**src/rtl/hsk_link_pkg.sv**
```systemverilog
package hsk_link_pkg;
   typedef enum logic [1:0] {
      ST_IDLE    = 2'd0,
      ST_SHIFT   = 2'd1,
      ST_RELEASE = 2'd2
   } link_state_e;
endpackage

```
**src/rtl/hsk_sync.sv**
```systemverilog
module hsk_sync #(
   parameter int          W       = 2,
   parameter int          STAGES  = 2,
   parameter logic [W-1:0] RST_VAL = '1
) (
   input  logic         clk,
   input  logic         rst_n,
   input  logic [W-1:0] d,
   output logic [W-1:0] q
);
   logic [W-1:0] stg [STAGES];

   for (genvar g = 0; g < STAGES; g++) begin : g_stage
      if (g == 0) begin : g_first
         always_ff @(posedge clk or negedge rst_n)
            if (!rst_n) stg[g] <= RST_VAL;
            else        stg[g] <= d;
      end else begin : g_next
         always_ff @(posedge clk or negedge rst_n)
            if (!rst_n) stg[g] <= RST_VAL;
            else        stg[g] <= stg[g-1];
      end
   end

   assign q = stg[STAGES-1];
endmodule

```
**src/rtl/hsk_edge.sv**
```systemverilog
module hsk_edge (
   input  logic clk,
   input  logic rst_n,
   input  logic lvl,
   output logic rise,
   output logic fall
);
   logic prev;

   always_ff @(posedge clk or negedge rst_n)
      if (!rst_n) prev <= 1'b1;
      else        prev <= lvl;

   assign rise = lvl & ~prev;
   assign fall = ~lvl & prev;
endmodule

```
**src/rtl/hsk_shifter.sv**
```systemverilog
module hsk_shifter #(
   parameter int W         = 8,
   parameter bit MSB_FIRST = 1'b1
) (
   input  logic         clk,
   input  logic         rst_n,
   input  logic         load,
   input  logic         clear,
   input  logic         shift_en,
   input  logic         ser_in,
   input  logic [W-1:0] load_val,
   output logic [W-1:0] q,
   output logic         head
);
   logic [W-1:0] shifted;

   if (MSB_FIRST) begin : g_msb
      assign shifted = {q[W-2:0], ser_in};
      assign head    = q[W-1];
   end else begin : g_lsb
      assign shifted = {ser_in, q[W-1:1]};
      assign head    = q[0];
   end

   always_ff @(posedge clk or negedge rst_n)
      if (!rst_n)        q <= '0;
      else if (load)     q <= load_val;
      else if (clear)    q <= '0;
      else if (shift_en) q <= shifted;
endmodule

```
**src/rtl/hsk_ack_timer.sv**
```systemverilog
module hsk_ack_timer #(
   parameter int LIMIT = 1_600_000
) (
   input  logic clk,
   input  logic rst_n,
   input  logic run,
   output logic expired
);
   localparam int TW = $clog2(LIMIT + 1);
   logic [TW-1:0] cnt;

   always_ff @(posedge clk or negedge rst_n)
      if (!rst_n)   cnt <= '0;
      else if (!run) cnt <= '0;
      else if (!expired) cnt <= cnt + 1'b1;

   assign expired = run && (cnt == TW'(LIMIT - 1));
endmodule

```
**src/rtl/hsk_byte_link.sv**
```systemverilog
module hsk_byte_link
   import hsk_link_pkg::*;
#(
   parameter int DATA_W      = 8,
   parameter int SYNC_STAGES = 2,
   parameter int TIMEOUT_CYC = 1_600_000,
   parameter bit MSB_FIRST   = 1'b1
) (
   input  logic              clk,
   input  logic              rst_n,
   input  logic              send_req,
   input  logic [DATA_W-1:0] send_data,
   input  logic              recv_req,
   output logic              busy,
   output logic              done,
   output logic [DATA_W-1:0] rx_data,
   output logic              timeout_err,
   output logic              ack_warn,
   output logic              sdat_o,
   output logic              sdat_oe,
   input  logic              sdat_i,
   input  logic              sclk_in,
   output logic              req_n,
   input  logic              ack_n
);
   localparam int CNT_W = $clog2(DATA_W);

   if (DATA_W < 2) begin : g_bad_width
      $error("DATA_W must be at least 2");
   end
   if (SYNC_STAGES < 2) begin : g_bad_sync
      $error("SYNC_STAGES must be at least 2");
   end
   if (TIMEOUT_CYC < 2) begin : g_bad_tmo
      $error("TIMEOUT_CYC must be at least 2");
   end

   link_state_e       state;
   logic              dir_out;
   logic              req_n_q;
   logic [CNT_W-1:0]  bitcnt;
   logic              out_bit;
   logic [DATA_W-1:0] rx_q;
   logic              done_q, tmo_q, warn_q;

   logic [1:0]        pins_s;
   logic              sclk_s, ack_s, sclk_rise, sclk_fall;
   logic              sh_load, sh_clear, sh_shift, sh_head;
   logic [DATA_W-1:0] sh_q;
   logic              expired, last_bit, first_bit;

   hsk_sync #(.W(2), .STAGES(SYNC_STAGES), .RST_VAL(2'b11)) u_sync (
      .clk(clk), .rst_n(rst_n), .d({ack_n, sclk_in}), .q(pins_s));

   assign sclk_s = pins_s[0];
   assign ack_s  = pins_s[1];

   hsk_edge u_edge (
      .clk(clk), .rst_n(rst_n), .lvl(sclk_s), .rise(sclk_rise), .fall(sclk_fall));

   assign sh_load  = (state == ST_IDLE) && send_req;
   assign sh_clear = (state == ST_IDLE) && !send_req && recv_req;
   assign sh_shift = (state == ST_SHIFT) && sclk_rise;

   hsk_shifter #(.W(DATA_W), .MSB_FIRST(MSB_FIRST)) u_shift (
      .clk(clk), .rst_n(rst_n), .load(sh_load), .clear(sh_clear),
      .shift_en(sh_shift), .ser_in(sdat_i), .load_val(send_data),
      .q(sh_q), .head(sh_head));

   hsk_ack_timer #(.LIMIT(TIMEOUT_CYC)) u_timer (
      .clk(clk), .rst_n(rst_n), .run(state == ST_RELEASE), .expired(expired));

   assign last_bit  = (bitcnt == CNT_W'(DATA_W - 1));
   assign first_bit = MSB_FIRST ? send_data[DATA_W-1] : send_data[0];

   always_ff @(posedge clk or negedge rst_n) begin
      if (!rst_n) begin
         state   <= ST_IDLE;
         dir_out <= 1'b0;
         req_n_q <= 1'b1;
         bitcnt  <= '0;
         out_bit <= 1'b0;
         rx_q    <= '0;
         done_q  <= 1'b0;
         tmo_q   <= 1'b0;
         warn_q  <= 1'b0;
      end else begin
         done_q <= 1'b0;
         tmo_q  <= 1'b0;
         warn_q <= 1'b0;
         unique case (state)
            ST_IDLE: begin
               if (send_req) begin
                  dir_out <= 1'b1;
                  out_bit <= first_bit;
                  req_n_q <= 1'b0;
                  bitcnt  <= '0;
                  state   <= ST_SHIFT;
               end else if (recv_req) begin
                  dir_out <= 1'b0;
                  req_n_q <= 1'b0;
                  bitcnt  <= '0;
                  state   <= ST_SHIFT;
               end
            end
            ST_SHIFT: begin
               if (sclk_fall && dir_out) out_bit <= sh_head;
               if (sclk_rise) begin
                  bitcnt <= bitcnt + 1'b1;
                  if (last_bit) begin
                     req_n_q <= 1'b1;
                     warn_q  <= ack_s;
                     state   <= ST_RELEASE;
                  end
               end
            end
            ST_RELEASE: begin
               if (ack_s) begin
                  done_q <= 1'b1;
                  if (!dir_out) rx_q <= sh_q;
                  state <= ST_IDLE;
               end else if (expired) begin
                  tmo_q <= 1'b1;
                  state <= ST_IDLE;
               end
            end
            default: state <= ST_IDLE;
         endcase
      end
   end

   assign busy        = (state != ST_IDLE);
   assign done        = done_q;
   assign timeout_err = tmo_q;
   assign ack_warn    = warn_q;
   assign rx_data     = rx_q;
   assign req_n       = req_n_q;
   assign sdat_o      = out_bit;
   assign sdat_oe     = busy && dir_out;
endmodule

```
**config.mk**
```make
export PLATFORM = sky130hd
export DESIGN_NAME = hsk_byte_link
export DESIGN_NICKNAME = d
export VERILOG_FILES = /design/src/rtl/hsk_link_pkg.sv /design/src/rtl/hsk_sync.sv /design/src/rtl/hsk_edge.sv /design/src/rtl/hsk_shifter.sv /design/src/rtl/hsk_ack_timer.sv /design/src/rtl/hsk_byte_link.sv
export SDC_FILE = /design/constraint.sdc
export NUM_CORES = 1
export LEC_CHECK = 0
export ABC_AREA = 0
export ABC_CLOCK_PERIOD_IN_PS = 2600
export BUFFER_PORTS_ARGS = -buffer_cell sky130_fd_sc_hd__clkbuf_2
export CORE_MARGIN = 4
export CORE_UTILIZATION = 55
export DETAILED_ROUTE_END_ITERATION = 8
export PLACE_DENSITY_LB_ADDON = 0.05
export SLEW_MARGIN = 20
export SYNTH_ARGS = -nofsm -noshare
export SYNTH_HDL_FRONTEND = slang
export SYNTH_HIERARCHICAL = 1
export SYNTH_SLANG_ARGS = --single-unit
```
**constraint.sdc**
```tcl
create_clock -name clk -period 2.6 [get_ports clk]
set_input_delay 0.26 -clock clk [delete_from_list [all_inputs] [get_ports clk]]
set_output_delay 0.26 -clock clk [all_outputs]
set_load 0.01 [all_outputs]
```
==> impl_metrics.env <==
export IMPL_layout_commonest_cell="dfrtp_1"
export IMPL_placed_area_um2=2750
export IMPL_grt_pass1_wl_mm=8.17
export IMPL_p_leak_nw=1.30
export IMPL_synth_distinct_cells=51
export IMPL_cts_buffers=5
export IMPL_yosysTopAreaCellShare_pct=45.2
export IMPL_async_flop_share_pct=100
export IMPL_grt_max_degree=42
export IMPL_dp_hpwl_mm=3.52
export IMPL_synth_edf_count=0
export IMPL_die_area_um2=5890
export IMPL_final_period_minus_worst_setup_slack_ns=1.94
export IMPL_die_w_um=76.8
export IMPL_place_ws_ns=0.682
export IMPL_drive_above_1_share_pct=27.6
export IMPL_slew_headroom_pct=65.6
export IMPL_first_global_vias=1678
export IMPL_crit_type="reg -> reg"
export IMPL_core_area_um2=4470
export IMPL_via_per_inst=5.81
export IMPL_synth_area_leaders="dfrtp_1, dfstp_2, mux2i_1"
export IMPL_final_cell_mix="dfrtp_1, clkbuf_2, nand2_1, nor2_1, mux2i_1"
export IMPL_final_hold_viol_count=0
export IMPL_port_buffers=29
export IMPL_setup_viol=0
export IMPL_worstMarginPinSlew_ns=0.515
export IMPL_crit_path_max_fanout=7
export IMPL_antenna_found_initial=0
export IMPL_cts_repair_resized=0
export IMPL_drv_cap=0
export IMPL_overflow=0
export IMPL_endpoint_kind="flip-flop"
export IMPL_firstDrtPassIters=4
export IMPL_required_ns=2.79
export IMPL_ant_nets=0
export IMPL_min_path_type="in -> reg"
export IMPL_fmax_mhz=517
export IMPL_tns_ns=0
export IMPL_min_period_over_period_pct=74.5
export IMPL_place_congestion=0.834
export IMPL_pwr_density_cell_nw_per_um2=632
export IMPL_outcome="complete, no violations"
export IMPL_antenna_cells=0
export IMPL_clk_pin_slew_ns=0.08
export IMPL_synth_nets=249
export IMPL_skew_ns=0.00837
export IMPL_rsz0062_at_grt="no"
export IMPL_routedWlPerCell_um=15.5
export IMPL_design_area_um2=2840
export IMPL_clock_sinks=53
export IMPL_root_buffer="clkbuf_8"
export IMPL_yosysTopAreaCell="dfrtp_1"
export IMPL_drcViolationCount=0
export IMPL_pin_count=30
export IMPL_synthesis_area_um2=2600
export IMPL_cp_start_kind="flip-flop"
export IMPL_synthCells=231
export IMPL_yosysWarnings=6
export IMPL_postSynthAreaPerCell_um2=11.3
export IMPL_drt_wl_total_mm=4.85
export IMPL_r2r_slack_ns=0.66
export IMPL_yosysSeqAreaShare_pct=51.3
export IMPL_ys_seq_elements=53
export IMPL_drtIter0Drc=127
export IMPL_synth_main_ff_cell="dfrtp_1"
export IMPL_die_h_um=76.8
export IMPL_cts_tree="built"
export IMPL_insertion_delay_ns=0.30
export IMPL_cts_path_max_buffers=2
export IMPL_start_util_pct=58.1
export IMPL_area_growth_pct=9.34
export IMPL_vias=1818
export IMPL_hold_ws_ns=0.0334
export IMPL_cts_setup_buffers=0
export IMPL_final_nets=278
export IMPL_rows=24
export IMPL_grt_usage_pct=17.3
export IMPL_peakVddDrop_v=0.000448
export IMPL_cp_arrival_ns=2.12
export IMPL_drv_slew=0
export IMPL_htreeDepth=2
export IMPL_worst_slack_ns=0.664
export IMPL_finalPower_mw=1.80
## per-stage QoR
step | utilization (%) | std cells
finish | 63.5 | 313
global route | 63.5 | 313
CTS | 63.5 | 313
detailed placement | 61.5 | 304
global placement | 61.5 | 304
floorplan | - | 231
## layer usage
layer	vias up	share of wire, %	track usage [%]
li1	890	-	-
met1	876	51	25.7
met3	8	4.6	3.98
met2	44	44	25.2
met5	-	0	0
met4	0	1.1	5.43
## registers in the layout (all words and copies together) (netlist names)
name	count
ack_warn	1
u_sync/stg	2
rx_data	8
sdat_o	1
done	1
timeout_err	1
state	2
u_sync/q	2
u_edge/prev	1
bitcnt	3
u_shift/q	8
dir_out	1
u_timer/cnt	21
req_n	1
## kinds of logic after synthesis
| family | share of synthesized area (%) |
|---|---|
| xor+xnor | 2.02 |
| buf+inv | 3.95 |
| compound gates | 10.3 |
| flops | 51.3 |
| simple gates | 20.8 |
| mux | 10.1 |
| fa+ha+maj | 1.44 |
## Yosys cell counts, types with 2 or more instances
library cell and n:
o21ai_0 11, a22o_1 4, and3b_1 4, nor4_1 2, buf_4 3, mux2_2 2
nand3_1 7, buf_6 3, ha_1 3, and4_2 2, and2_1 3, and4_1 2
mux2_4 8, xor2_1 3, or4_1 2, dfrtp_1 47, nand2b_1 5, dfstp_2 6
nand4_1 6, nor2b_1 3, nand2_1 20, a31oi_1 7, xnor2_1 3, a21oi_1 3
nor3_1 6, nor2_1 13, inv_1 6, buf_2 4, mux2i_1 12, o21ai_2 8
and3_1 3
## cell type report
type | count | area, µm²
fill | 374 | 1630
sequential | 53 | 1330
multi-input combinational | 161 | 1160
timing repair buffer | 33 | 178
clock buffer | 8 | 80.1
tap | 52 | 65.1
inverter | 6 | 22.5
## report_power, final
group / leakage, nW / switching (mW) / internal [mW]
Sequential: 0.690 / 0.0973 / 0.942
Combinational: 0.567 / 0.158 / 0.168
Clock: 0.0395 / 0.240 / 0.192
Total: 1.30 / 0.496 / 1.30
## worst paths after layout
check                                                 from                     endpoint  depth (start not counted)
worst max-delay path            u_timer/cnt[9]$_DFFE_PN0P_         state[1]$_DFFE_PN0P_                          6
worst min-delay path                                 ack_n      u_sync/stg[3]$_DFF_PN1_                          1
worst max register to register  u_timer/cnt[9]$_DFFE_PN0P_         state[1]$_DFFE_PN0P_                          6
worst min register to register     u_sync/stg[3]$_DFF_PN1_        u_sync/q[1]$_DFF_PN1_                          0
max in group asynchronous                            rst_n      u_sync/stg[2]$_DFF_PN1_                          3
min in group asynchronous                            rst_n  u_timer/cnt[13]$_DFFE_PN0P_                          2
## worst max-delay path, cell delays in order (launching register included)
cell and delay [ns]:
dfrtp_1 0.44, or4b_4 0.59, nor3_4 0.32, nand2_4 0.12
nor2_1 0.13, nor2_1 0.06, a22o_1 0.17
## repair_timing
| item | in CTS | in global routing |
|---|---|---|
| endpoints found under the setup margin | 0 | 0 |
| hold buffers | 1 | 0 |
| hold endpoints to repair | 12 | 0 |
No activity file was read; power rests on OpenSTA's default activity.
